`src/rtl/ldpc_ctrl_pkg.sv`:
```
package ldpc_ctrl_pkg;
  typedef enum logic [2:0] {
    ST_IDLE = 3'd0,
    ST_LOAD = 3'd1,
    ST_KICK = 3'd2,
    ST_RUN  = 3'd3,
    ST_OUT  = 3'd4
  } ctrl_state_e;

  localparam logic [1:0] IDX_BAD = 2'd3;
endpackage

```
`src/rtl/ldpc_iter_clamp.sv`:
```
module ldpc_iter_clamp #(
  parameter int REQ_W    = 8,
  parameter int ITER_W   = 6,
  parameter int MAX_ITER = 63,
  parameter int DEF_ITER = 8
) (
  input  logic [REQ_W-1:0]  req_i,
  output logic [ITER_W-1:0] limit_o
);
  always_comb begin
    if (req_i == '0 || int'(req_i) > MAX_ITER) limit_o = ITER_W'(DEF_ITER);
    else                                       limit_o = req_i[ITER_W-1:0];
  end
endmodule

```
`src/rtl/ldpc_parity_acc.sv`:
```
module ldpc_parity_acc (
  input  logic clk_i,
  input  logic rst_ni,
  input  logic clr_i,
  input  logic layer_done_i,
  input  logic layer_ok_i,
  output logic verdict_o
);
  logic acc_q;

  // includes a layer report landing this cycle
  assign verdict_o = acc_q & ~(layer_done_i & ~layer_ok_i);

  always_ff @(posedge clk_i or negedge rst_ni) begin
    if (!rst_ni)    acc_q <= 1'b1;
    else if (clr_i) acc_q <= 1'b1;
    else            acc_q <= verdict_o;
  end
endmodule

```
`src/rtl/ldpc_out_seq.sv`:
```
module ldpc_out_seq #(
  parameter int CNT_W = 12
) (
  input  logic             clk_i,
  input  logic             rst_ni,
  input  logic             go_i,
  input  logic             abort_i,
  input  logic [CNT_W-1:0] beats_i,
  output logic             start_o,
  output logic             valid_o,
  output logic             end_o
);
  logic             active_q, first_q;
  logic [CNT_W-1:0] left_q;

  always_ff @(posedge clk_i or negedge rst_ni) begin
    if (!rst_ni) begin
      active_q <= 1'b0;
      first_q  <= 1'b0;
      left_q   <= '0;
    end else if (abort_i) begin
      active_q <= 1'b0;
      first_q  <= 1'b0;
    end else if (go_i) begin
      active_q <= 1'b1;
      first_q  <= 1'b1;
      left_q   <= beats_i - CNT_W'(1);
    end else if (active_q) begin
      first_q <= 1'b0;
      if (left_q == '0) active_q <= 1'b0;
      else              left_q   <= left_q - CNT_W'(1);
    end
  end

  assign valid_o = active_q;
  assign start_o = active_q & first_q;
  assign end_o   = active_q & (left_q == '0);
endmodule

```
`src/rtl/ldpc_iter_ctrl.sv`:
```
module ldpc_iter_ctrl
  import ldpc_ctrl_pkg::*;
#(
  parameter int LANES     = 8,
  parameter int BASE_BITS = 1024,
  parameter int REQ_W     = 8,
  parameter int ITER_W    = 6,
  parameter int MAX_ITER  = 63,
  parameter int DEF_ITER  = 8
) (
  input  logic              clk_i,
  input  logic              rst_ni,
  input  logic              in_start_i,
  input  logic              in_end_i,
  input  logic              in_valid_i,
  input  logic [1:0]        rate_idx_i,
  input  logic [1:0]        len_idx_i,
  input  logic [REQ_W-1:0]  iter_req_i,
  input  logic              early_i,
  input  logic              fu_layer_done_i,
  input  logic              fu_layer_ok_i,
  input  logic              fu_iter_done_i,
  output logic              fu_start_o,
  output logic [1:0]        rate_o,
  output logic [1:0]        len_o,
  output logic              out_start_o,
  output logic              out_end_o,
  output logic              out_valid_o,
  output logic              ready_o,
  output logic [ITER_W-1:0] act_iter_o,
  output logic              parity_ok_o
);
  localparam int MIN_BEATS = BASE_BITS / LANES;
  localparam int MAX_BEATS = MIN_BEATS * 16;
  localparam int CNT_W     = $clog2(MAX_BEATS + 1);

  ctrl_state_e       state_q;
  logic [1:0]        rate_q, len_q;
  logic [ITER_W-1:0] limit_q, limit_d, iter_q, iter_nx;
  logic              early_q, bad_q, par_q;
  logic              take_start, bad_d, in_run, verdict, stop, go_out;
  logic              seq_end;
  logic [CNT_W-1:0]  beats;

  ldpc_iter_clamp #(
    .REQ_W(REQ_W), .ITER_W(ITER_W), .MAX_ITER(MAX_ITER), .DEF_ITER(DEF_ITER)
  ) u_clamp (
    .req_i   (iter_req_i),
    .limit_o (limit_d)
  );

  assign in_run = (state_q == ST_RUN);

  ldpc_parity_acc u_par (
    .clk_i        (clk_i),
    .rst_ni       (rst_ni),
    .clr_i        (state_q == ST_KICK),
    .layer_done_i (fu_layer_done_i & in_run),
    .layer_ok_i   (fu_layer_ok_i),
    .verdict_o    (verdict)
  );

  always_comb begin
    case (len_q)
      2'd0:    beats = CNT_W'(MIN_BEATS);
      2'd1:    beats = CNT_W'(MIN_BEATS * 4);
      default: beats = CNT_W'(MIN_BEATS * 16);
    endcase
  end

  assign take_start = in_start_i & in_valid_i;
  assign bad_d      = (rate_idx_i == IDX_BAD) | (len_idx_i == IDX_BAD);
  assign iter_nx    = iter_q + ITER_W'(1);
  assign stop       = (early_q & verdict) | (iter_nx == limit_q);
  assign go_out     = in_run & fu_iter_done_i & stop & ~take_start;

  ldpc_out_seq #(.CNT_W(CNT_W)) u_out (
    .clk_i   (clk_i),
    .rst_ni  (rst_ni),
    .go_i    (go_out),
    .abort_i (take_start),
    .beats_i (beats),
    .start_o (out_start_o),
    .valid_o (out_valid_o),
    .end_o   (seq_end)
  );
  assign out_end_o = seq_end;

  always_ff @(posedge clk_i or negedge rst_ni) begin
    if (!rst_ni) begin
      state_q <= ST_IDLE;
      rate_q  <= '0;
      len_q   <= '0;
      limit_q <= ITER_W'(DEF_ITER);
      early_q <= 1'b0;
      bad_q   <= 1'b0;
      iter_q  <= '0;
      par_q   <= 1'b0;
    end else if (take_start) begin
      // accepted in any state; aborts a job in flight
      rate_q  <= rate_idx_i;
      len_q   <= len_idx_i;
      limit_q <= limit_d;
      early_q <= early_i;
      bad_q   <= bad_d;
      iter_q  <= '0;
      par_q   <= 1'b0;
      if (in_end_i) state_q <= bad_d ? ST_IDLE : ST_KICK;
      else          state_q <= ST_LOAD;
    end else begin
      unique case (state_q)
        ST_IDLE: ;
        ST_LOAD: if (in_valid_i && in_end_i) state_q <= bad_q ? ST_IDLE : ST_KICK;
        ST_KICK: state_q <= ST_RUN;
        ST_RUN: if (fu_iter_done_i) begin
          iter_q  <= iter_nx;
          par_q   <= verdict;
          state_q <= stop ? ST_OUT : ST_KICK;
        end
        ST_OUT: if (seq_end) state_q <= ST_IDLE;
        default: state_q <= ST_IDLE;
      endcase
    end
  end

  assign fu_start_o  = (state_q == ST_KICK);
  assign ready_o     = (state_q == ST_IDLE);
  assign rate_o      = rate_q;
  assign len_o       = len_q;
  assign act_iter_o  = iter_q;
  assign parity_ok_o = par_q;
endmodule

```
`config.mk`:
```
export PLATFORM = sky130hd
export DESIGN_NAME = ldpc_iter_ctrl
export DESIGN_NICKNAME = d
export VERILOG_FILES = /design/src/rtl/ldpc_ctrl_pkg.sv /design/src/rtl/ldpc_iter_clamp.sv /design/src/rtl/ldpc_parity_acc.sv /design/src/rtl/ldpc_out_seq.sv /design/src/rtl/ldpc_iter_ctrl.sv
export SDC_FILE = /design/constraint.sdc
export NUM_CORES = 1
export LEC_CHECK = 0
export ABC_AREA = 1
export CORE_AREA = 2 2 75 77
export CTS_CLUSTER_SIZE = 14
export DETAILED_ROUTE_END_ITERATION = 16
export DIE_AREA = 0 0 77 79
export GPL_TIMING_DRIVEN = 0
export MAX_ROUTING_LAYER = met4
export PLACE_DENSITY_LB_ADDON = 0.1
export SLEW_MARGIN = 20
export SYNTH_ARGS = -nofsm -noshare
export SYNTH_HDL_FRONTEND = slang
export SYNTH_HIERARCHICAL = 1
export SYNTH_SLANG_ARGS = --single-unit
export TNS_END_PERCENT = 30
```
`constraint.sdc`:
```
create_clock -name clk_i -period 2.65 [get_ports clk_i]
set_input_delay 0.795 -clock clk_i [delete_from_list [all_inputs] [get_ports clk_i]]
set_output_delay 0.795 -clock clk_i [all_outputs]
set_load 0.02 [all_outputs]
```
Yosys cells after proc, flatten, opt, wreduce, memory -nomap -nowiden:

Cells that the tools add are included.

* word-level logic and storage cells: 85
* register bits: 37
* output and inout port bits: 16

* $add $sub $neg: 3
* $lt $le $gt $ge: 1
* reduce and logical (&&, ||, !) cells: 13
* bitwise gates (word level): 15
* muxes and demuxes: 28
* equality and inequality tests: 13

Operators by type and width (number)
* $mux W12: 3
* $mux W6: 4
* $pmux W12 S2: 1
* $sub A12 B1 Y12 const B: 2
* $mux W3: 5
* $pmux W3 S5: 1
* $logic_not A12 Y1: 1
* $mux W1: 11
* $and A1 B1 Y1: 10
* $ne A3 B3 Y1 const B: 3
* $gt A8 B6 Y1 const B: 1
* $logic_not A8 Y1: 1
* $add A6 B1 Y6 const B: 1
* $eq A3 B2 Y1 const B: 2
* $eq A6 B6 Y1: 1
* $mux W2: 3
* $reduce_bool A2 Y1: 3
* $eq A2 B2 Y1 const B: 2
* $reduce_and A4 Y1: 1
* $eq A3 B1 Y1 const B: 1
* $eq A3 B3 Y1 const B: 1
* $logic_not A3 Y1: 1
* $not A1 Y1: 3
* $reduce_and A3 Y1: 1
* 9 further kinds: 10

Longest topological paths before layout:

* depth in word-level cells: 11
* mapped depth: 23
* gate-level depth less buffers: 21

By module:

The synthesis kept the hierarchy.

By module, submodules not included
* ldpc_iter_ctrl: area an instance 1226.2 um^2, cells each 164, times used 1, seq. area each 551.8 um^2
* ldpc_out_seq: area an instance 1151.1 um^2, cells each 172, times used 1, seq. area each 350.3 um^2
* ldpc_iter_clamp: area an instance 93.8 um^2, cells each 17, times used 1, seq. area each 0.0 um^2
* ldpc_parity_acc: area an instance 48.8 um^2, cells each 7, times used 1, seq. area each 26.3 um^2

Worst setup path after synthesis:

Ideal clock, no wire load.

* path kind: in2reg
* start: input port in_valid_i
* end: register u_out.left_q[6]
* slack: -4 ps
* stages on the path: 16
* required time: 2534 ps
* setup time: 116 ps
* data arrival time: 2538 ps
* path through: nand2_1 > clkinv_1 > nor2_4 > nand2_1 > inv_1 > buf_6 > inv_4 > buf_8 > nand2_2 > nand2_2 > ha_1 > nand3_4 > nor2_4 > xor2_1 > nand2_1 > nand2_1

* cells in the longest elaborated chain, start to end: 5
* elaborated cells on any way between the ends: 7

RTL lines
* start: declaration: RTL line ldpc_iter_ctrl.sv:15 `input logic in_valid_i,`
* $and A1 B1 Y1 *: RTL line ldpc_iter_ctrl.sv:71 `assign take_start = in_start_i & in_valid_i;`
* $not A1 Y1 (no line) *
* $and A1 B1 Y1 *: RTL line ldpc_iter_ctrl.sv:75 `assign go_out = in_run & fu_iter_done_i & stop & ~take_start;`
* named net go_out: RTL line ldpc_iter_ctrl.sv:41 `logic take_start, bad_d, in_run, verdict, stop, go_out;`
* $ne A2 B2 Y1 (no line) / $reduce_bool A2 Y1 (equally long branches)
* $reduce_and A3 Y1 (no line)
* end signal: assignment: RTL line ldpc_out_seq.sv:27 `left_q <= beats_i - CNT_W'(1);`
* end signal: assignment: RTL line ldpc_out_seq.sv:31 `else left_q <= left_q - CNT_W'(1);`
* end: declaration: RTL line ldpc_out_seq.sv:14 `logic [CNT_W-1:0] left_q;`

Mark *: on every way through the listed nets, which the timed path passes. The rest lies on a longest branch.
A chain may end at the register's enable or synchronous reset.

Worst setup path in the final report:

* start: register iter_q[1], in the netlist act_iter_o[1]
* end: register state_q[2]

* cells in the longest elaborated chain, start to end: 7

RTL lines
* start: declaration: RTL line ldpc_iter_ctrl.sv:39 `logic [ITER_W-1:0] limit_q, limit_d, iter_q, iter_nx;`
* start signal: assignment: RTL line ldpc_iter_ctrl.sv:116 `iter_q <= iter_nx;`
* $add A6 B1 Y6: RTL line ldpc_iter_ctrl.sv:73 `assign iter_nx = iter_q + ITER_W'(1);`
* $eq A6 B6 Y1: RTL line ldpc_iter_ctrl.sv:74 `assign stop = (early_q & verdict) | (iter_nx == limit_q);`
* $or A1 B1 Y1: RTL line ldpc_iter_ctrl.sv:74
* $mux W3: RTL line ldpc_iter_ctrl.sv:118 `state_q <= stop ? ST_OUT : ST_KICK;`
* $mux W3: RTL line ldpc_iter_ctrl.sv:115 `ST_RUN: if (fu_iter_done_i) begin`
* $pmux W3 S5: RTL line ldpc_iter_ctrl.sv:111 `unique case (state_q)`
* $mux W3: RTL line ldpc_iter_ctrl.sv:99 `end else if (take_start) begin`
* end signal: assignment: RTL line ldpc_iter_ctrl.sv:108 `if (in_end_i) state_q <= bad_d ? ST_IDLE : ST_KICK;`
* end signal: assignment: RTL line ldpc_iter_ctrl.sv:113 `ST_LOAD: if (in_valid_i && in_end_i) state_q <= bad_q ? ST_IDLE : ST_KICK;`
* end signal: assignment: RTL line ldpc_iter_ctrl.sv:118
* end: declaration: RTL line ldpc_iter_ctrl.sv:37 `ctrl_state_e state_q;`

No other way between the ends. The select of a mux whose other input is x is not followed.

==> impl.org <==
** Worst setup path
- The startpoint identified for the worst register-to-register timing path is act_iter_o[1].
- Highest-delay cell along the critical path :: sky130_fd_sc_hd__dfrtp_2
- Data arrival time of the critical path :: 2860 ps
- The worst setup path is captured at a register.
- Critical path launch point :: act_iter_o[1]
- The worst setup path is launched from a register.
- In this run the worst path has a maximum fanout of 2.
- Critical Setup Path Class :: register to register
- In this design, the critical path's most frequently occurring cell is sky130_fd_sc_hd__buf_4.
- For the worst flop-to-flop path, the logic depth is 20.
- The critical path goes through ha_4 > inv_4 > nand2_2 > nand2_1 > nor2_1 > nand3_1 > nor2_2 > nand3_2 > nand2_2 > nand2_2 > buf_4 > buf_4 > buf_4 > buf_4 > buf_4 > buf_4 > buf_4 > buf_4 > buf_4 > nand2_2.
- At the worst endpoint, the required time is just under 3000 ps.
- On the worst path, the slowest cell contributes a delay of 440 ps.

** Routing
- Detailed-routing iteration count for the pre-antenna-repair pass :: 4
- Vias per std cell :: 4.80
- Number of DRC markers in iteration 0 :: between 100 and 150
- After detailed routing, the number of remaining DRC violations is 0.
- The count of nets left with antenna violations once routing finished came out at 0.
- Routed wire length :: approximately 6300 um
- Vias :: around 2500
- Detailed-route wire length per cell :: between 10 and 15 um

** STA
- Setup repair after global routing could not meet its margin everywhere.
- The max-slew violation total from the final report was 0.
- The number of hold-slack violations in the final timing report came to 0.
- Timing would allow up to about 0.38 GHz.
- For the pin with the worst max-slew slack, the measured transition is approximately 600 ps.
- Clock skew :: slightly below 10 ps
- Setup violations remaining at the end of the flow were counted as 0.
- Final cycle utilization of the critical path :: between 90% and 100%
- Setup slack closes at approximately 31 ps.
- Slew Limit Headroom :: ~60%
- Clock period minus final worst setup slack :: about 2600 ps

** Placement
- Post-placement setup slack :: -652 ps
- Placed Instance Area :: 3020 um^2
- The HPWL after detailed placement is 4350 um.
- Weighted congestion at the end of routability-driven global placement :: roughly 0.84
- Number of port buffers :: 36

** GRT
- For this run the aggregate overflow at the end of global routing stands at 0.
- The via count of the first global-routing pass was around 2400.
- The first global-routing pass estimated approximately 11000 um of wire.
- Total routing usage reported by global routing :: 22.8%
- Entering global routing, the biggest net connects 29 pins.
- Number of antenna violations at the first check in global routing :: 0

** Synthesis
- Flip-flop cell with the highest count after synthesis :: sky130_fd_sc_hd__dfrtp_1
- In the synthesized netlist, the number of instances is 360.
- In the synthesized netlist the async set-or-reset flop fraction comes to between 90% and 100%.
- Yosys warnings :: 6
- Count of different cell masters after synthesis :: 40
- sky130_fd_sc_hd__dfrtp_1 takes more of the synthesized area than any other cell.
- Number of flops mapped to enable cells by yosys :: 0
- Post-synthesis instance area :: between 2000 and 3000 um^2
- Leading post-synthesis cells by cell area :: sky130_fd_sc_hd__dfrtp_1 35%, sky130_fd_sc_hd__nand2_1 19%, sky130_fd_sc_hd__inv_1 7.1%
- The share of the Yosys chip area taken by registers is between 30 and 40%.
- Counting flops and latches in the post-synthesis netlist gives 37.
- Post-Synthesis Mean Instance Area :: approximately 7 um^2
- Of the post-synthesis cell area, the dominant cell type holds roughly a third.

** CTS
- For this design, the CTS-stage hold fixing added 0 buffers.
- The clock reaches the later pin of the worst-skew pair after approximately 300 ps.
- Clock-pin slew on the worst setup and hold paths :: approximately 90 ps
- Number of CTS-inserted buffers :: 5
- Clock Tree Root :: sky130_fd_sc_hd__clkbuf_8
- The H-tree was split into 2 levels.
- Buffers from clock root to sink, at most :: 2
- For this design, the sink count on the clock tree is 37.
- TritonCTS clock tree :: done

** Final layout
- Count of fill cells added during filler insertion :: about 480
- Area occupied by multi-input gates :: 1480 um^2
- Area grow syn2layout :: 38.0%
- Footprint of the flip-flops and latches :: ~930 um^2
- Post-route standard cell area excluding fillers :: 3480 um^2
- In the final layout, the share of cells above drive strength 1 is roughly 26%.
- Antenna diode count :: 0
- For this run, the post-layout net count is around 460.

** Job
- Max_cap viols :: 0

** Power and ir drop
- Power after layout :: 0.00304 W
- Dividing total power by cell area gives a power density of 873 nW/um^2.
- Worst vdd rail ir drop :: roughly 370 uV
- The analysis attributes to cell leakage a power of 1.68 nW.

** Floorplanning
- Total die area :: about 6100 um^2
- The die is roughly 79 um tall.
- In this run the core area contains 27 standard-cell rows.
- Once the floorplan was initialized, standard cells occupied a little under half of the core.
- The core region is 5340 um^2.
- Measured along the x axis, the die boundary spans 77 um.
- 37 I/O pins were placed.

** Worst hold path
- The worst hold path belongs to the class input port to async pin.

** Outcome
- The flow ran to the end, and the final reports show no timing, DRC or antenna violations.
[logic make-up (layout without fill, tap and decap cells)]
kind of cell,after synthesis,in the layout,share of synthesized area (%)
DFF,37,37,36.8
xor gates and xnor gates,4,4,1.39
AOI/OAI and AO/OA,35,35,7.99
and+or+nand+nor,219,219,42.1
buffers and inverters,62,133,10.5
other,1,10,0.149
adders and majority gates,2,2,0.993
[worst max-delay path, delay by kind of cell (launching register included)]
kind	cells	cell delay [ps]
fa+ha+maj	1	290
buf+inv	10	1140
flops	1	440
simple gates	9	700
[power breakdown]
part	total, W	switching, W	leakage [nW]	internal, W
sequential	0.000856	0.000138	0.474	0.000718
clock	0.000512	0.000230	0.0543	0.000282
combinational	0.00167	0.000949	1.15	0.000719
[sequential cells by signal, indices dropped and copies added, names as in the netlist, 2 cells and up]
name,flops
limit_q,6
u_out/left_q,12
len_o,2
act_iter_o,6
rate_o,2
state_q,3
[cell usage after synthesis (5+ instances only)]
cell,n
sky130_fd_sc_hd__nand2_1,127
sky130_fd_sc_hd__inv_1,48
sky130_fd_sc_hd__dfrtp_1,35
sky130_fd_sc_hd__nor2_1,28
sky130_fd_sc_hd__nand3_1,18
sky130_fd_sc_hd__o21ai_0,12
sky130_fd_sc_hd__nand2_2,9
sky130_fd_sc_hd__nor2_2,8
sky130_fd_sc_hd__o21ai_1,8
sky130_fd_sc_hd__nand3_2,6
sky130_fd_sc_hd__a21oi_1,5
sky130_fd_sc_hd__inv_2,5
sky130_fd_sc_hd__nand3b_1,5
sky130_fd_sc_hd__nor2_4,5
[layer usage]
layer	track usage (%)	part of all wire, %
met5	-	0
met2	39.0	49
met3	3.07	4.0
met4	7.14	0.73
met1	28.4	46
[layout by cell type, fill, tap and decap left out, types with 3 or more instances in the layout]
master                            instances
sky130_fd_sc_hd__buf_6                    4
sky130_fd_sc_hd__clkbuf_1                 3
sky130_fd_sc_hd__nor2_4                   5
sky130_fd_sc_hd__dfrtp_1                 33
sky130_fd_sc_hd__nor2_2                  12
sky130_fd_sc_hd__nand3_4                  3
sky130_fd_sc_hd__nor2_1                  24
sky130_fd_sc_hd__buf_4                   24
sky130_fd_sc_hd__o21ai_1                  9
sky130_fd_sc_hd__nand2_2                 20
sky130_fd_sc_hd__nand2_1                113
sky130_fd_sc_hd__o21ai_0                 11
sky130_fd_sc_hd__conb_1                  10
sky130_fd_sc_hd__nand3b_1                 5
sky130_fd_sc_hd__a21oi_1                  5
sky130_fd_sc_hd__clkbuf_8                 5
sky130_fd_sc_hd__o22ai_1                  3
sky130_fd_sc_hd__inv_2                    8
sky130_fd_sc_hd__nand3_2                  6
sky130_fd_sc_hd__clkdlybuf4s50_1         33
sky130_fd_sc_hd__xor2_1                   3
sky130_fd_sc_hd__nand3_1                 17
sky130_fd_sc_hd__nand2_4                  4
sky130_fd_sc_hd__inv_1                   44
[final timing paths]
path / end / slack [ps]
hold reg to reg: rate_o[0] / 490
hold / removal: early_q / 350
setup reg to reg: state_q[2] / 30
min in group clk_i: rate_o[0] / 490
setup / recovery: state_q[2] / 30
max in group asynchronous: limit_q[3] / 1790
[cell type report]
cell class | count | area share [%]
inverters | 55 | 6.22
well taps | 72 | 2.59
clock buffers | 5 | 1.98
flip-flops and latches | 37 | 26.8
clock inverters | 3 | 1.33
plain buffers | 6 | 1.29
repair buffers | 64 | 17.3
multi-input cells | 270 | 42.5
[metrics by stage]
step | utilization [%] | instances | hold WS, ps | TNS [ps]
after floorplan | - | 369 | 449 | 0
after global placement | 56.3 | 477 | 466 | -12960
after detailed placement | 56.6 | 478 | 474 | -6110
after CTS | 63.0 | 507 | 364 | -5.14
after global routing | 65.2 | 512 | 374 | -802
final | 65.2 | 512 | 354 | 0
[timing repair]
item                                    CTS  global route
endpoints found under the setup margin   14            14
pin swaps                                 9            29
hold endpoints to repair                  0             0
gates resized for setup                  14            29
cloned                                    0             0
buffers inserted                         21             6
No activity file was read; power rests on OpenSTA's default activity.
